--- src/rtl/fifo_rdy_pkg.sv ---
package fifo_rdy_pkg;
  localparam int unsigned SEL_W     = 3;
  localparam int unsigned MAX_PORTS = 1 << SEL_W;

  typedef enum logic {DIR_TX = 1'b0, DIR_RX = 1'b1} rdy_dir_e;
endpackage

--- src/rtl/fifo_rdy_cmp.sv ---
module fifo_rdy_cmp #(
  parameter int unsigned LVL_W = 8
) (
  input  logic [LVL_W-1:0] level_i,
  input  logic [LVL_W-1:0] thr_i,
  output logic             ok_o
);
  assign ok_o = (level_i >= thr_i);
endmodule

--- src/rtl/fifo_rdy_sel.sv ---
module fifo_rdy_sel
  import fifo_rdy_pkg::*;
#(
  parameter int unsigned NUM_PORTS = MAX_PORTS
) (
  input  logic [NUM_PORTS-1:0] ok_i,
  input  logic [SEL_W-1:0]     sel_i,
  output logic                 hit_o
);
  // unimplemented select values match no port, so hit_o stays low
  always_comb begin
    hit_o = 1'b0;
    for (int i = 0; i < NUM_PORTS; i++) begin
      if (sel_i == SEL_W'(i)) hit_o = ok_i[i];
    end
  end
endmodule

--- src/rtl/fifo_rdy_report.sv ---
module fifo_rdy_report
  import fifo_rdy_pkg::*;
#(
  parameter int unsigned NUM_PORTS = MAX_PORTS,
  parameter int unsigned LVL_W     = 8
) (
  input  logic                              clk_i,
  input  logic                              rst_ni,
  input  logic [NUM_PORTS-1:0][LVL_W-1:0]   tx_free_i,
  input  logic [NUM_PORTS-1:0][LVL_W-1:0]   rx_fill_i,
  input  logic [LVL_W-1:0]                  tx_thr_i,
  input  logic [LVL_W-1:0]                  rx_thr_i,
  input  logic                              tx_strb_ni,
  input  logic                              rx_strb_ni,
  input  logic [SEL_W-1:0]                  port_sel_i,
  output logic                              tx_rdy_o,
  output logic                              rx_rdy_o
);
  localparam logic [SEL_W:0] PORT_LIM = (SEL_W+1)'(NUM_PORTS);

  logic [NUM_PORTS-1:0] tx_ok, rx_ok;
  logic                 tx_hit, rx_hit;

  for (genvar p = 0; p < NUM_PORTS; p++) begin : g_port
    fifo_rdy_cmp #(.LVL_W(LVL_W)) u_tx_cmp (
      .level_i(tx_free_i[p]), .thr_i(tx_thr_i), .ok_o(tx_ok[p]));
    fifo_rdy_cmp #(.LVL_W(LVL_W)) u_rx_cmp (
      .level_i(rx_fill_i[p]), .thr_i(rx_thr_i), .ok_o(rx_ok[p]));
  end

  fifo_rdy_sel #(.NUM_PORTS(NUM_PORTS)) u_tx_sel (
    .ok_i(tx_ok), .sel_i(port_sel_i), .hit_o(tx_hit));
  fifo_rdy_sel #(.NUM_PORTS(NUM_PORTS)) u_rx_sel (
    .ok_i(rx_ok), .sel_i(port_sel_i), .hit_o(rx_hit));

  always_ff @(posedge clk_i or negedge rst_ni) begin
    if (!rst_ni) begin
      tx_rdy_o <= 1'b0;
      rx_rdy_o <= 1'b0;
    end else begin
      tx_rdy_o <= ~tx_strb_ni & tx_hit;
      rx_rdy_o <= ~rx_strb_ni & rx_hit;
    end
  end

  assert_tx_idle_low_R3: assert property (@(posedge clk_i) disable iff (!rst_ni)
    tx_strb_ni |=> !tx_rdy_o);
  assert_rx_idle_low_R4: assert property (@(posedge clk_i) disable iff (!rst_ni)
    rx_strb_ni |=> !rx_rdy_o);
  assert_unimpl_low_R5: assert property (@(posedge clk_i) disable iff (!rst_ni)
    ({1'b0, port_sel_i} >= PORT_LIM) |=> (!tx_rdy_o && !rx_rdy_o));
  assert_tx_zero_thr_R7: assert property (@(posedge clk_i) disable iff (!rst_ni)
    (tx_thr_i == '0 && !tx_strb_ni && {1'b0, port_sel_i} < PORT_LIM) |=> tx_rdy_o);
  assert_rx_zero_thr_R7: assert property (@(posedge clk_i) disable iff (!rst_ni)
    (rx_thr_i == '0 && !rx_strb_ni && {1'b0, port_sel_i} < PORT_LIM) |=> rx_rdy_o);
endmodule

--- config.mk ---
export PLATFORM = sky130hd
export DESIGN_NAME = fifo_rdy_report
export DESIGN_NICKNAME = d
export VERILOG_FILES = /design/src/rtl/fifo_rdy_pkg.sv /design/src/rtl/fifo_rdy_cmp.sv /design/src/rtl/fifo_rdy_sel.sv /design/src/rtl/fifo_rdy_report.sv
export SDC_FILE = /design/constraint.sdc
export NUM_CORES = 1
export LEC_CHECK = 0
export ABC_CLOCK_PERIOD_IN_PS = 800
export BUFFER_PORTS_ARGS = -buffer_cell sky130_fd_sc_hd__buf_2
export CAP_MARGIN = 30
export CORE_MARGIN = 2
export CORE_UTILIZATION = 35
export DETAILED_ROUTE_END_ITERATION = 6
export PLACE_DENSITY_LB_ADDON = 0.12
export SYNTH_ARGS = -nofsm -noshare
export SYNTH_HDL_FRONTEND = slang
export SYNTH_SLANG_ARGS = --single-unit
export TNS_END_PERCENT = 5
--- constraint.sdc ---
create_clock -name clk_i -period 0.8 [get_ports clk_i]
set_input_delay 0.12 -clock clk_i [delete_from_list [all_inputs] [get_ports clk_i]]
set_output_delay 0.12 -clock clk_i [all_outputs]
set_load 0.02 [all_outputs]
==> qor.log, run 1 <==
[clock_tree] clk slew on worst S/H paths 0.03 ns
[pwr] switching share of power 40.4%
[synthesis] Synth top area share 55.8%
[sta] Setup WS post-layout -0.863 ns
[floorplanning] boundary pin count 153
[sta] Period minus WS final 1.66 ns
[clock_tree] CTS Sinks 2
[synthesis] async set-reset flop share out of synthesis 100%
[cells_and_area] fraction of layout cells with a size suffix above 1 42.8%
[placement] final HPWL from detailed placement 8180 µm
[cells_and_area] layout-stage area growth over the synthesis result 55.0%
[critical_path] biggest fanout along the worst timing path 7
[outcome] run status finished with violations
[min_path] Hold Path Origin rx_strb_ni
[grt] largest net degree at the start of global routing 9
[synthesis] top cells by area, synth sky130_fd_sc_hd__ha_1 56%, sky130_fd_sc_hd__inv_1 4.7%, sky130_fd_sc_hd__a21oi_1 4.2%
[floorplanning] die outline area 8930 µm²
[cells_and_area] Filler cells 823
[pwr] sw power 0.00105 W
[detailed_routing] DRC violations left 0
[sta] Fin. Hold Viols 0
[synthesis] cell type contributing the most total cell area after synthesis sky130_fd_sc_hd__ha_1
[min_path] path category of the worst min-delay check in2reg
[min_path] Worst Hold Path EP rx_rdy_o
[clock_tree] clock root cell sky130_fd_sc_hd__clkbuf_8
[clock_tree] CTS tree done
[cells_and_area] multi-input combinational cell area 2830 µm²
[floorplanning] Chip Height 94.5 µm
[clock_tree] Max Buffers Root-to-Sink 2
[cells_and_area] commonest cells after routing, fill and taps aside 151 x sky130_fd_sc_hd__buf_2, 121 x sky130_fd_sc_hd__ha_1, 59 x sky130_fd_sc_hd__buf_4, 32 x sky130_fd_sc_hd__inv_1, 23 x sky130_fd_sc_hd__a21oi_1
[detailed_routing] final wirelength 9130 µm
[synthesis] number of flops mapped to enable cells by yosys 0
[pwr] proportion of power drawn by the clock network 15.1%
[detailed_routing] drt pass-1 iters 4
[clock_tree] total CTS buffers 3
[cells_and_area] number of diodes added for antenna fixing 0
[synthesis] number of distinct library cells after synthesis 41
[pwr] combinational fraction of design power 80.4%
[clock_tree] Post-CTS Repair Setup Buffers 0
[sta] final period utilization 208%
[placement] # placed instances 660
[critical_path] kind of critical path in2reg
[grt] number of global-route vias before repair 3382
[synthesis] Seq cells post-synth 2
[floorplanning] floorplan row count 33
[detailed_routing] vias post-DR 3314
[pwr] share of total power in sequential cells 4.5%
[pwr] Pwr per Cell Area 584 nW/µm²
[cells_and_area] Reg area 50.0 µm²
[critical_path] worst path arrival time 1.78 ns
[pwr] leakage power of the design 2.48 nW
[floorplanning] effective utilization at floorplan 35.4%
[cells_and_area] Nets 839
[sta] pin slew with the least headroom to its limit 0.374 ns
[sta] Max-Slew Margin vs Limit 74.4%
[synthesis] Synth Warn # 0
[grt] total global-route track usage 19.9%
[placement] setup slack after placement -1.14 ns
[placement] count of buffers from port buffering 152
[pwr] internal power 0.00155 W
[synthesis] synthesized net count 623
[detailed_routing] number of design-rule violations left by the first detailed-router iteration 58
[sta] Finish-stage setup viols 4
[critical_path] kind of end point of the critical path register
[outcome] failing checks setup timing
[flow_run] number of maximum-capacitance constraint violations 0
[sta] unrepaired setup endpoints after global routing true
[sta] maximum operating frequency 601 MHz
[cells_and_area] post-route core utilization 54.9%
[sta] Pins Over Slew Limit 0
[synthesis] Seq/Total Area, Yosys 1.75%
[floorplanning] area of the core region 8090 µm²
[grt] initial antenna violation count 0
[clock_tree] count of H-tree levels built during CTS 1
[detailed_routing] Final ANT Viol Nets 0
[synthesis] Post-synth top flop sky130_fd_sc_hd__dfrtp_1
[grt] wire length of the first global-routing pass 14400 µm
[critical_path] type of element launching the critical path primary input
[floorplanning] Horiz. Die Dim 94.5 µm
[critical_path] critical path data required time 0.91 ns
[synthesis] cells after synthesis 344
[grt] Congestion Overflow GR 0
[synthesis] cell area after synthesis 2870 µm²
[min_path] Hold Path Depth 3
[pwr] maximum ir drop on the vdd rail 0.000351 V
[detailed_routing] average wire per standard cell 13.8 µm
[cells_and_area] Final Instance Count excl. Fillers 663
[placement] Routability Congestion 0.907
[cells_and_area] leading cell type in the layout, fill and taps excluded sky130_fd_sc_hd__buf_2
[synthesis] Mean Syn Cell Area 8.34 µm²
[detailed_routing] number of vias per cell after detailed routing 5.00
[layout make-up]
class                   count  share of cell area (%)
flip-flops and latches      2                    1.13
clock buffers               3                   0.929
inverters                  36                    3.21
multi-input cells         303                    63.6
repair buffers            214                    28.1
well taps                 105                    2.96
[synthesized netlist by cell type (2+ instances only)]
| library cell | instances |
|---|---|
| sky130_fd_sc_hd__a2111oi_0 | 4 |
| sky130_fd_sc_hd__a211o_1 | 4 |
| sky130_fd_sc_hd__a211oi_1 | 9 |
| sky130_fd_sc_hd__a21o_1 | 12 |
| sky130_fd_sc_hd__a21oi_1 | 24 |
| sky130_fd_sc_hd__a31oi_1 | 6 |
| sky130_fd_sc_hd__a41oi_1 | 3 |
| sky130_fd_sc_hd__clkbuf_1 | 3 |
| sky130_fd_sc_hd__dfrtp_1 | 2 |
| sky130_fd_sc_hd__ha_1 | 128 |
| sky130_fd_sc_hd__inv_1 | 36 |
| sky130_fd_sc_hd__nand2_1 | 12 |
| sky130_fd_sc_hd__nand2b_1 | 10 |
| sky130_fd_sc_hd__nand3_1 | 10 |
| sky130_fd_sc_hd__nand3b_1 | 2 |
| sky130_fd_sc_hd__nand4_1 | 4 |
| sky130_fd_sc_hd__nor2_1 | 13 |
| sky130_fd_sc_hd__nor2b_1 | 7 |
| sky130_fd_sc_hd__nor3_1 | 5 |
| sky130_fd_sc_hd__nor4b_1 | 2 |
| sky130_fd_sc_hd__o2111ai_1 | 5 |
| sky130_fd_sc_hd__o211ai_1 | 2 |
| sky130_fd_sc_hd__o21a_1 | 2 |
| sky130_fd_sc_hd__o21ai_0 | 21 |
| sky130_fd_sc_hd__o31ai_1 | 2 |
[how the worst max path moves through the flow]
stage | start | endpoint | slack [ns] | depth (start not counted)
after CTS | tx_thr_i[0] | tx_rdy_o | -0.87 | 8
after global placement | tx_thr_i[0] | tx_rdy_o | -1.16 | 8
final | rx_thr_i[2] | rx_rdy_o | -0.86 | 9
after floorplan | rx_thr_i[7] | rx_rdy_o | -0.86 | 8
after detailed placement | rx_thr_i[2] | rx_rdy_o | -1.14 | 9
after global routing | rx_thr_i[7] | rx_rdy_o | -0.98 | 8
[kinds of logic after synthesis]
| kind of cell | synth area share [%] |
|---|---|
| simple gates | 13.4 |
| buf+inv | 5.10 |
| fa+ha+maj | 55.8 |
| compound gates | 23.9 |
| flops | 1.75 |
[sequential cells by signal (all words and copies together), names as in the netlist]
register / cells
rx_rdy_o: 1
tx_rdy_o: 1
[repair_timing]
action / in CTS / in global routing
pin swaps: 0 / 16
hold buffers: 1 / 0
setup endpoints to repair: 4 / 4
gates cloned: 0 / 0
gates resized for setup: 4 / 25
endpoints found under the hold margin: 2 / 0
[routing by layer]
| layer | track usage, % | vias to the layer above | share of wire, % |
|---|---|---|---|
| li1 | - | 1763 | - |
| met1 | 25.5 | 1454 | 45 |
| met2 | 36.7 | 87 | 49 |
| met3 | 2.47 | 10 | 5.2 |
| met4 | 1.93 | 0 | 0.97 |
| met5 | 0 | - | 0 |
[power by group through the flow]
| stage | registers [W] | logic [W] | clock network, W |
|---|---|---|---|
| finish | 0.000118 | 0.00208 | 0.000392 |
| global route | 0.000120 | 0.00241 | 0.000413 |
| CTS | 0.000118 | 0.00200 | 0.000410 |
| detailed placement | 0.000119 | 0.00197 | 0 |
| global placement | 0.000119 | 0.00192 | 0 |
| floorplan | 0.000133 | 0.000981 | 0 |
[metrics by stage]
step / total power [W] / setup TNS, ns / hold WS, ns / instance area, µm²
after floorplan: 0.00111 / -1.71 / -0.176 / 2900
after global placement: 0.00204 / -2.28 / -0.0836 / 4260
after detailed placement: 0.00209 / -2.27 / -0.0852 / 4260
after CTS: 0.00253 / -1.81 / 0.183 / 4320
after global routing: 0.00294 / -2.06 / 0.193 / 4450
final: 0.00259 / -1.77 / 0.192 / 4450
[critical path, stage by stage]
cell,delay (ns)
sky130_fd_sc_hd__buf_6,0.08
sky130_fd_sc_hd__clkinvlp_4,0.22
sky130_fd_sc_hd__ha_4,0.35
sky130_fd_sc_hd__a21o_1,0.10
sky130_fd_sc_hd__a31oi_1,0.04
sky130_fd_sc_hd__o21ai_0,0.20
sky130_fd_sc_hd__a21oi_1,0.09
sky130_fd_sc_hd__or3_1,0.36
sky130_fd_sc_hd__a211oi_2,0.22
Power figures use the tool's default switching activity.
==> run 2, diff against run 1 <==
ABC_AREA = 1   (was unset)
SLEW_MARGIN = 20   (was unset)
==> run 2 against run 1 <==
  * The run still ends with setup timing left
  * Utilization shrank 1.8 points
  * Critical path depth grew 5
  * Die area grew 7.2%
  * Highest routed layer unchanged
  * Wire length grew 6.0%
  * Synthesized cell count grew 28%
  * Clock-buffer cell count is the same
  * Largest cell class unchanged
  * Clock power grew 6.9%
  * Combinational power grew 8%
  * Largest power group unchanged
==> qor.log, run 2 <==
[sta] Max-Slew Margin vs Limit 79.7% [+5.3 points]
[cells_and_area] number of diodes added for antenna fixing 0 [unchanged]
[cells_and_area] Nets 922 [+9.9%]
[synthesis] dominant cell by count in the synthesized netlist sky130_fd_sc_hd__ha_1
[critical_path] critical path cell sequence buf_6 -> clkinvlp_4 -> buf_4 -> ha_1 -> nand2_1 -> o21ai_0 -> nand2_1 -> nand4_1 -> nand2_1 -> nand2_1 -> nand3_2 -> nand2_2 -> nand2_2 -> a21oi_2
[synthesis] Post-synth top flop sky130_fd_sc_hd__dfrtp_1
[critical_path] biggest fanout along the worst timing path 5 [-2]
[critical_path] CP startpoint rx_thr_i[3]
[cells_and_area] Final Instance Count excl. Fillers 749 [+13%]
[cells_and_area] Reg area 50.0 µm² [unchanged]
[sta] maximum operating frequency 635 MHz [+5.6%]
[synthesis] top cells by area, synth sky130_fd_sc_hd__ha_1 52%, sky130_fd_sc_hd__nand2_1 10%, sky130_fd_sc_hd__a21oi_1 9.2%
[sta] pin slew with the least headroom to its limit 0.302 ns [-0.0725 ns]
[synthesis] Synth top cells by count 128 x sky130_fd_sc_hd__ha_1, 82 x sky130_fd_sc_hd__nand2_1, 69 x sky130_fd_sc_hd__inv_1, 57 x sky130_fd_sc_hd__a21oi_1, 19 x sky130_fd_sc_hd__nand4_1
[grt] largest net degree at the start of global routing 8 [-1]
[cells_and_area] layout-stage area growth over the synthesis result 48.7%
[critical_path] buffers plus inverters on the worst setup path 3 [+1]
[floorplanning] Horiz. Die Dim 97.9 µm [+3.5%]
[cells_and_area] leading cell type in the layout, fill and taps excluded sky130_fd_sc_hd__buf_2
[floorplanning] die outline area 9580 µm² [+7.2%]
[detailed_routing] number of vias per cell after detailed routing 4.74 [-5.1%]
[sta] TNS Setup -1.61 ns [+0.166 ns]
[clock_tree] CTS tree done
[cells_and_area] fraction of layout cells with a size suffix above 1 39.0% [-3.8 points]
[synthesis] Synth Warn # 0 [unchanged]
[synthesis] cell type contributing the most total cell area after synthesis sky130_fd_sc_hd__ha_1
[clock_tree] count of H-tree levels built during CTS 1 [unchanged]
[synthesis] cells after synthesis 440 [+28%]
[floorplanning] boundary pin count 153 [unchanged]
[placement] Routability Congestion 0.878 [-3.2%]
[placement] final HPWL from detailed placement 8650 µm [+5.7%]
[synthesis] Synth top area share 51.9% [-3.9 points]
[sta] Setup WS post-layout -0.774 ns [+0.0886 ns]
[critical_path] crit path capture rx_rdy_o
[floorplanning] area of the core region 8640 µm² [+6.7%]
[detailed_routing] Final ANT Viol Nets 0 [unchanged]
[detailed_routing] number of design-rule violations left by the first detailed-router iteration 77 [+33%]
[synthesis] number of flops mapped to enable cells by yosys 0 [unchanged]
[placement] setup slack after placement -1.03 ns [+0.115 ns]
[synthesis] synthesized net count 719 [+15%]
[sta] post-route worst hold slack 0.150 ns [-0.0421 ns]
[detailed_routing] vias post-DR 3553 [+7.2%]
[sta] Fin. Hold Viols 0 [unchanged]
[grt] initial antenna violation count 0 [unchanged]
[sta] final period utilization 197% [-11 points]
[detailed_routing] DRC violations left 0 [unchanged]
[detailed_routing] drt pass-1 iters 4 [unchanged]
[clock_tree] total CTS buffers 3 [unchanged]
[placement] Post-DP Area 4300 µm² [+0.94%]
[grt] wire length of the first global-routing pass 15700 µm [+9.6%]
[synthesis] Mean Syn Cell Area 7.01 µm² [-16%]
[pwr] leakage power of the design 2.63 nW [+5.8%]
[critical_path] critical path data required time 0.95 ns [+0.04 ns]
[placement] count of buffers from port buffering 152 [unchanged]
[cells_and_area] multi-input combinational cell area 2910 µm² [+3.0%]
[clock_tree] clock root cell sky130_fd_sc_hd__clkbuf_8
[sta] Pins Over Slew Limit 0 [unchanged]
[clock_tree] CTS Sinks 2 [unchanged]
[placement] # placed instances 742 [+12%]
[synthesis] Seq/Total Area, Yosys 1.62% [-0.12 points]
[outcome] failing checks setup timing
[critical_path] Critical-path top delay cell sky130_fd_sc_hd__ha_1
[sta] Period minus WS final 1.57 ns [-0.0886 ns]
[cells_and_area] Filler cells 893 [+8.5%]
[critical_path] CP top delay family simple AND/OR/NAND/NOR gates
[synthesis] Seq cells post-synth 2 [unchanged]
[synthesis] async set-reset flop share out of synthesis 100% [unchanged]
[critical_path] CP max stage delay 0.28 ns [-0.08 ns]
[clock_tree] Max Buffers Root-to-Sink 2 [unchanged]
[critical_path] kind of end point of the critical path register
[critical_path] type of element launching the critical path primary input
[critical_path] kind of critical path in2reg
[sta] unrepaired setup endpoints after global routing true
[grt] number of global-route vias before repair 3489 [+3.2%]
[critical_path] cell depth of the worst setup path 14 [+5]
[critical_path] Top cell by count, worst path sky130_fd_sc_hd__nand2_1
[grt] total global-route track usage 19.7% [-0.19 points]
[cells_and_area] post-layout instance area 4590 µm² [+3.2%]
[synthesis] number of distinct library cells after synthesis 26 [-37%]
[floorplanning] floorplan row count 34 [+3.0%]
[floorplanning] Chip Height 97.9 µm [+3.5%]
[critical_path] worst path arrival time 1.72 ns [-0.06 ns]
[min_path] Hold Path Depth 3 [unchanged]
[grt] Congestion Overflow GR 0 [unchanged]
[cells_and_area] largest registers in the final layout rx_rdy_o (1), tx_rdy_o (1)
[floorplanning] effective utilization at floorplan 35.7% [+0.28 points]
[pwr] Pwr per Cell Area 606 nW/µm² [+3.8%]
[detailed_routing] final wirelength 9680 µm [+6.0%]
[flow_run] number of maximum-capacitance constraint violations 0 [unchanged]
[synthesis] cell area after synthesis 3080 µm² [+7.5%]
[outcome] run status finished with violations
[sta] Finish-stage setup viols 4 [unchanged]
[min_path] path category of the worst min-delay check in2reg
[pwr] maximum ir drop on the vdd rail 0.000321 V [-8.7%]
[cells_and_area] commonest cells after routing, fill and taps aside 151 x sky130_fd_sc_hd__buf_2, 119 x sky130_fd_sc_hd__ha_1, 74 x sky130_fd_sc_hd__nand2_1, 61 x sky130_fd_sc_hd__inv_1, 54 x sky130_fd_sc_hd__a21oi_1
[clock_tree] clk slew on worst S/H paths 0.03 ns [about the same]
[detailed_routing] average wire per standard cell 12.9 µm [-6.2%]
run 2: cell types whose count changed in the layout (fill, tap and decap cells not counted), moves of 8 or more:
cell,delta
sky130_fd_sc_hd__nand2_1,+62
sky130_fd_sc_hd__nand4_1,+15
sky130_fd_sc_hd__buf_4,-17
sky130_fd_sc_hd__inv_2,+9
sky130_fd_sc_hd__nand2_2,+9
sky130_fd_sc_hd__a211oi_1,-9
sky130_fd_sc_hd__o21ai_0,-8
sky130_fd_sc_hd__nand2b_1,-9
sky130_fd_sc_hd__o21a_1,+9
sky130_fd_sc_hd__inv_1,+29
sky130_fd_sc_hd__a21o_1,-12
sky130_fd_sc_hd__a21oi_1,+31
run 2: what timing repair did:
action | CTS | global route
endpoints found under the hold margin | 2 | 0
hold buffers | 1 | 0
pin swaps | 10 | 16
cloned | 0 | 0
setup endpoints to repair | 4 | 4
gates resized for setup | 15 | 24
setup buffers | 1 | 2
run 2: worst min-delay path, stage by stage:
cell	delay [ns]
sky130_fd_sc_hd__buf_2	0.08
sky130_fd_sc_hd__a31o_2	0.10
sky130_fd_sc_hd__a21oi_2	0.03
run 2: worst min path at each step:
stage                           from  slack, ns       end
after detailed placement      rst_ni      -0.09  rx_rdy_o
final                     rx_strb_ni       0.15  rx_rdy_o
after CTS                 rx_strb_ni       0.15  rx_rdy_o
after floorplan               rst_ni      -0.18  rx_rdy_o
after global routing      rx_strb_ni       0.16  rx_rdy_o
after global placement        rst_ni      -0.09  tx_rdy_o
run 2: cells by family after synthesis:
logic type                 count (synthesis)  synth area share (%)
AOI/OAI and AO/OA                         97                  18.0
adders and majority gates                128                  51.9
buffers and inverters                     77                  9.37
DFF                                        2                  1.62
and+or+nand+nor                          136                  19.1
run 2: metal layers:
| layer | track usage (%) | vias up | share of wire (%) |
|---|---|---|---|
| li1 | - | 1932 | - |
| met1 | 27.3 | 1525 | 49 |
| met2 | 33.9 | 88 | 46 |
| met3 | 1.72 | 8 | 4.2 |
| met4 | 2.67 | 0 | 0.84 |
| met5 | 0 | - | 0 |
run 2: power breakdown:
group	leakage, nW	switching, W	internal (W)
Clock	0.0216	0.0000989	0.000320
Sequential	0.0259	0.00000316	0.000113
Combinational	2.58	0.00114	0.00111
run 2: final cells by class:
| type | count | area share, % |
|---|---|---|
| Inverter | 77 | 6.63 |
| Tap cell | 108 | 2.95 |
| Timing Repair Buffer | 198 | 24.9 |
| Sequential cell | 2 | 1.09 |
| Multi-Input combinational cell | 361 | 63.5 |
| Clock buffer | 3 | 0.900 |
run 2: metrics by stage:
| step | util, % | power [W] |
|---|---|---|
| after global placement | 49.7 | 0.00214 |
| final | 53.1 | 0.00278 |
| after detailed placement | 49.7 | 0.00220 |
| after floorplan | - | 0.00127 |
| after global routing | 53.1 | 0.00315 |
| after CTS | 51.4 | 0.00270 |
